===== src/rtl/alarm_cmp_pkg.sv =====
package alarm_cmp_pkg;
  localparam int BYTE_W   = 8;
  localparam int N_FIELDS = 4;
  localparam int SEL_W    = $clog2(N_FIELDS);
  localparam int MASK_BIT = BYTE_W - 1;

  localparam logic [SEL_W-1:0] FLD_SEC  = 2'd0;
  localparam logic [SEL_W-1:0] FLD_MIN  = 2'd1;
  localparam logic [SEL_W-1:0] FLD_HOUR = 2'd2;
  localparam logic [SEL_W-1:0] FLD_DATE = 2'd3;

  typedef enum logic [2:0] {
    RATE_MONTH, RATE_DAY, RATE_HOUR, RATE_MINUTE, RATE_SECOND
  } rate_e;

  typedef struct packed {
    logic [N_FIELDS-1:0] load;
  } ctrlStrobe_t;

  // Value bits of a field: 7 for seconds/minutes, 6 for hours/date
  function automatic logic [BYTE_W-1:0] valueMask(input logic [SEL_W-1:0] sel);
    return (sel == FLD_SEC || sel == FLD_MIN) ? 8'h7F : 8'h3F;
  endfunction

  function automatic logic bcdFieldOk(input logic [BYTE_W-1:0] v,
                                      input logic [SEL_W-1:0] sel);
    logic [BYTE_W-1:0] f;
    int lo, hi, num;
    f   = v & valueMask(sel);
    lo  = int'(f[3:0]);
    hi  = int'(f[7:4]);
    num = hi * 10 + lo;
    if (lo > 9) return 1'b0;
    case (sel)
      FLD_SEC, FLD_MIN: return num <= 59;
      FLD_HOUR:         return num <= 23;
      default:          return num != 0;
    endcase
  endfunction
endpackage


===== src/rtl/alarm_cmp_ctrl.sv =====
module alarm_cmp_ctrl
  import alarm_cmp_pkg::*;
(
  input  logic              clk,
  input  logic              rstN,
  input  logic              wrEn,
  input  logic [SEL_W-1:0]  wrSel,
  input  logic [BYTE_W-1:0] wrData,
  input  logic              tick,
  input  logic              matchNow,
  output ctrlStrobe_t       strobe,
  output logic              irq
);
  logic accept;
  logic armed;

  assign accept = wrEn && bcdFieldOk(wrData, wrSel);

  always_comb begin
    strobe.load = '0;
    if (accept) strobe.load[wrSel] = 1'b1;
  end

  always_ff @(posedge clk or negedge rstN) begin
    if (!rstN) begin
      armed <= 1'b0;
      irq   <= 1'b0;
    end else begin
      if (accept) armed <= 1'b1;
      irq <= tick && armed && matchNow && !irq;
    end
  end

  // single-cycle pulse
  p_irq_pulse_r10: assert property (@(posedge clk) disable iff (!rstN)
    irq |=> !irq);
  // pulse only follows a tick
  p_irq_after_tick_r10: assert property (@(posedge clk) disable iff (!rstN)
    irq |-> $past(tick));
  // quiet while disarmed
  p_quiet_disarmed_r1: assert property (@(posedge clk) disable iff (!rstN)
    irq |-> armed);
  // at most one register loads per write
  p_one_load_r2: assert property (@(posedge clk) disable iff (!rstN)
    $onehot0(strobe.load));
endmodule


===== src/rtl/alarm_cmp_datapath.sv =====
module alarm_cmp_datapath
  import alarm_cmp_pkg::*;
(
  input  logic                             clk,
  input  logic                             rstN,
  input  ctrlStrobe_t                      strobe,
  input  logic [BYTE_W-1:0]                wrData,
  input  logic [N_FIELDS-1:0][BYTE_W-1:0]  curTime,
  output logic                             matchNow
);
  logic [N_FIELDS-1:0][BYTE_W-1:0] alarmReg;
  logic [N_FIELDS-1:0]             maskBits;
  logic [N_FIELDS-1:0]             fieldEq;
  logic [N_FIELDS-1:0]             useField;
  rate_e                           rate;

  for (genvar gi = 0; gi < N_FIELDS; gi++) begin : g_field
    localparam logic [BYTE_W-1:0] VMASK = valueMask(SEL_W'(gi));

    always_ff @(posedge clk or negedge rstN) begin
      if (!rstN)                alarmReg[gi] <= '0;
      else if (strobe.load[gi]) alarmReg[gi] <= wrData;
    end

    assign maskBits[gi] = alarmReg[gi][MASK_BIT];
    assign fieldEq[gi]  = (alarmReg[gi] & VMASK) == (curTime[gi] & VMASK);

    // a register without a load strobe keeps its value
    p_hold_unloaded_r2: assert property (@(posedge clk) disable iff (!rstN)
      !strobe.load[gi] |=> $stable(alarmReg[gi]));
  end

  always_comb begin
    unique case (maskBits)
      4'b0000: rate = RATE_MONTH;
      4'b1000: rate = RATE_DAY;
      4'b1100: rate = RATE_HOUR;
      4'b1110: rate = RATE_MINUTE;
      default: rate = RATE_SECOND;
    endcase
  end

  always_comb begin
    case (rate)
      RATE_MONTH:  useField = 4'b1111;
      RATE_DAY:    useField = 4'b0111;
      RATE_HOUR:   useField = 4'b0011;
      RATE_MINUTE: useField = 4'b0001;
      default:     useField = 4'b0000;
    endcase
  end

  assign matchNow = &(fieldEq | ~useField);

  // per-second rate matches regardless of time
  p_every_second_r9: assert property (@(posedge clk) disable iff (!rstN)
    (rate == RATE_SECOND) |-> matchNow);
  // monthly rate with a date mismatch never matches
  p_month_date_r5: assert property (@(posedge clk) disable iff (!rstN)
    (maskBits == 4'b0000 && !fieldEq[FLD_DATE]) |-> !matchNow);
endmodule


===== src/rtl/alarm_cmp_top.sv =====
module alarm_cmp_top
  import alarm_cmp_pkg::*;
(
  input  logic              clk,
  input  logic              rstN,
  input  logic              wrEn,
  input  logic [SEL_W-1:0]  wrSel,
  input  logic [BYTE_W-1:0] wrData,
  input  logic              tick,
  input  logic [BYTE_W-1:0] curSec,
  input  logic [BYTE_W-1:0] curMin,
  input  logic [BYTE_W-1:0] curHour,
  input  logic [BYTE_W-1:0] curDate,
  output logic              irq
);
  ctrlStrobe_t                     strobe;
  logic                            matchNow;
  logic [N_FIELDS-1:0][BYTE_W-1:0] curTime;

  assign curTime = {curDate, curHour, curMin, curSec};

  alarm_cmp_ctrl ctrl_i (
    .clk(clk), .rstN(rstN), .wrEn(wrEn), .wrSel(wrSel), .wrData(wrData),
    .tick(tick), .matchNow(matchNow), .strobe(strobe), .irq(irq)
  );

  alarm_cmp_datapath dp_i (
    .clk(clk), .rstN(rstN), .strobe(strobe), .wrData(wrData),
    .curTime(curTime), .matchNow(matchNow)
  );
endmodule


===== config.mk =====
export PLATFORM = sky130hd
export DESIGN_NAME = alarm_cmp_top
export DESIGN_NICKNAME = d
export VERILOG_FILES = /design/src/rtl/alarm_cmp_pkg.sv /design/src/rtl/alarm_cmp_ctrl.sv /design/src/rtl/alarm_cmp_datapath.sv /design/src/rtl/alarm_cmp_top.sv
export SDC_FILE = /design/constraint.sdc
export NUM_CORES = 1
export LEC_CHECK = 0
export ABC_AREA = 0
export BUFFER_PORTS_ARGS = -buffer_cell sky130_fd_sc_hd__buf_2
export CORE_UTILIZATION = 40
export CTS_BUF_LIST = sky130_fd_sc_hd__clkbuf_2
export DETAILED_ROUTE_END_ITERATION = 10
export SLEW_MARGIN = 20
export SYNTH_ARGS = -nofsm -noshare
export SYNTH_HDL_FRONTEND = slang
export SYNTH_SLANG_ARGS = --single-unit

===== constraint.sdc =====
create_clock -name clk -period 2.16 [get_ports clk]
set_clock_uncertainty 0.15 [all_clocks]
set_input_delay 0.432 -clock clk [delete_from_list [all_inputs] [get_ports clk]]
set_output_delay 0.432 -clock clk [all_outputs]
set_load 0.01 [all_outputs]

==> reports/results.txt <==
clk slew on worst S/H paths = 0.16 ns
Final Max Slew Viols = 0
maximum net fanout on the critical path = 8
share of cells above drive strength 1 = 58.2%
chip width = 70.4 um
Area Growth Syn to Fin = 43.4%
vias post-DR = 1446
# rows = 24
clock sinks = 32
Port Buffer Count = 40
post-synth top area share = 42.8%
R2R cell count = 6
antenna violations before repair = 0
crit path to = dp_i.alarmReg[10]
clk buf depth = 2
Die ar. = 0.00495 mm^2
number of distinct library cells after synthesis = 34
unrepaired setup endpoints after global routing = yes
fin crit period = 2.44 ns
Detail Placement HPWL = 3.58 mm
grt total ovfl = 0
CP required = 2.26 ns
Power Density = 765 mW/mm^2
WL/cell = 17.0 um
CTS tree = yes
CP arrival = 2.53 ns
Final Net Count = 278
Crit. End Element = flop
Syn Nets = 206
warnings from Yosys = 0
Fmax = 0.410 GHz
Setup WS pre-CTS = -0.849 ns
Ant. Diodes = 0
drt first pass iters = 4
Seq/Total Area, Yosys = 42.8%
Final Hold Fails = 0
Post-Place Cells = 263
dominant cells by area after synthesis = dfrtp_1 (43%), mux2_2 (19%), xnor2_1 (8.0%), ha_1 (4.7%), xor2_1 (4.7%)
Pwr Total = 2.05 mW
max_slew headroom = 51.8%
Period Utilization, post-route = 113%
DR vias/cell = 5.22
failing checks = negative setup slack
async set-reset flop share out of synthesis = 100%
Slew @ Worst Pin = 0.723 ns
Critical path origin = wrSel[1]
status = complete, but fails checks
drt initial violations = 88
Final WS setup = -0.278 ns
EDFF count, synth = 0
final setup vio count = 31
P_leak = 1.18 nW
number of top-level pins = 47
Hold Path Cell Cnt = 3
Post-synth top flop = dfrtp_1
CP Launch Type = input port
Setup CP Type = in -> reg
worst reg2reg startpoint = dp_i.alarmReg[11]
Syn Std Cell Area = 0.00187 mm^2
Yosys reg bits = 32
Non-Filler Instances = 277
global placer's final weighted congestion = 0.825
reg2reg setup slack = 0.23 ns
Worst VDD drop = 0.438 mV
Hold Slack = 0.163 ns
GRT Total Usage = 20.8%
biggest area consumer among synthesized cells = dfrtp_1
Core Area = 0.00441 mm^2
Syn Inst Count = 152
type of the tightest min-delay check = in -> reg
TritonCTS Buffers = 5
average size of a mapped cell = 12.3 um^2
maxcap violations = 0
Starting Density = 42.4%
die height = 70.4 um
largest net degree at the start of global routing = 33
first-pass GRT wire length = 7.90 mm
routed wire length = 4.72 mm
Commonest cells post-synth = dfrtp_1 (32), mux2_2 (31), xnor2_1 (17)
htree depth = 2
R2R Path End = ctrl_i.irq
DRC viols = 0
Root Buffer Master = clkbuf_2
Final ANT Viol Nets = 0
Worst-Skew Late Latency = 0.35 ns
top-count cell post-synth = dfrtp_1
vias in the first global route = 1642
[routing by layer]
layer	global-route usage, %	vias to the layer above	routed length, um
met1	25.3	708	2040
li1	-	695	-
met3	4.04	7	182
met2	37.2	36	2450
met5	0	-	0
met4	5.56	0	51
[where the power goes]
group	switching [mW]	internal (mW)	total (mW)
clock	0.190	0.0869	0.277
combinational	0.305	0.516	0.820
sequential	0.158	0.798	0.955
[repair_timing]
action	CTS	global route
gates resized for setup	30	11
pin swaps	17	7
hold buffers	1	0
endpoints found under the hold margin	32	0
buffers inserted	5	0
cloned	0	0
setup endpoints to repair	31	31
[critical path, stage by stage]
cell and delay, ns:
buf_8 0.10, nor2b_4 0.12, ha_4 0.22, ha_4 0.29, nand3_2 0.10, nand2_4 0.12, mux2i_4 0.26, a21oi_4 0.12
nor4_4 0.23, buf_6 0.19, mux2_2 0.34
[through the flow]
step                utilization, %  area [um^2]  setup TNS [ns]
finish                        60.8         2680           -7.81
CTS                           59.7         2640           -8.55
global route                  60.8         2680           -8.26
global placement              54.4         2400          -22.13
floorplan                        -         2000          -16.50
detailed placement            54.4         2400          -23.87
[sequential cells by signal, summed over array words and instances, names as in the netlist]
name and cells:
ctrl_i.armed 1, ctrl_i.irq 1, dp_i.alarmReg 30
[placed cells by master (no fill, tap or decap), drive strengths merged]
cell type / instances
o21ai: 2
nor3: 5
o31a: 1
a41oi: 1
nor2b: 1
nand4: 2
xnor2: 17
o211a: 1
clkinv: 1
a21oi: 5
or3: 2
buf: 65
nand2b: 1
a31oi: 3
nor2: 5
dfrtp: 32
and3b: 1
fa: 1
nor4: 8
nand3: 2
inv: 2
xor2: 10
or2b: 1
o2bb2ai: 1
nor4b: 1
nand2: 7
clkbuf: 7
dlygate4sd3: 1
mux2: 31
ha: 7
mux2i: 1
[worst min-delay path by stage]
stage / from / to / slack [ns]
final: tick / ctrl_i.irq / 0.16
after global routing: tick / ctrl_i.irq / 0.13
after CTS: tick / ctrl_i.irq / 0.14
after detailed placement: ctrl_i.irq / ctrl_i.irq / 0.30
after global placement: ctrl_i.irq / ctrl_i.irq / 0.29
after floorplan: rstN / ctrl_i.armed / -0.01
[final cells by class]
type                            count  area, um^2
Timing Repair Buffer               66         463
Multi-Input combinational cell    117        1310
Tap cell                           52        65.1
Fill cell                         372        1730
Clock buffer                        7        35.0
Clock inverter                      1        3.75
Inverter                            2        7.51
Sequential cell                    32         801
[cell families after synthesis]
kind of cell	synth area share, %
AND/OR/NAND/NOR	12.6
XOR/XNOR	12.6
flip-flops	42.8
buffers and inverters	0.601
AO/OA/AOI/OAI	6.42
multiplexers	19.2
adder cells (fa/ha/maj)	5.75
No activity file was read; power rests on OpenSTA's default activity.
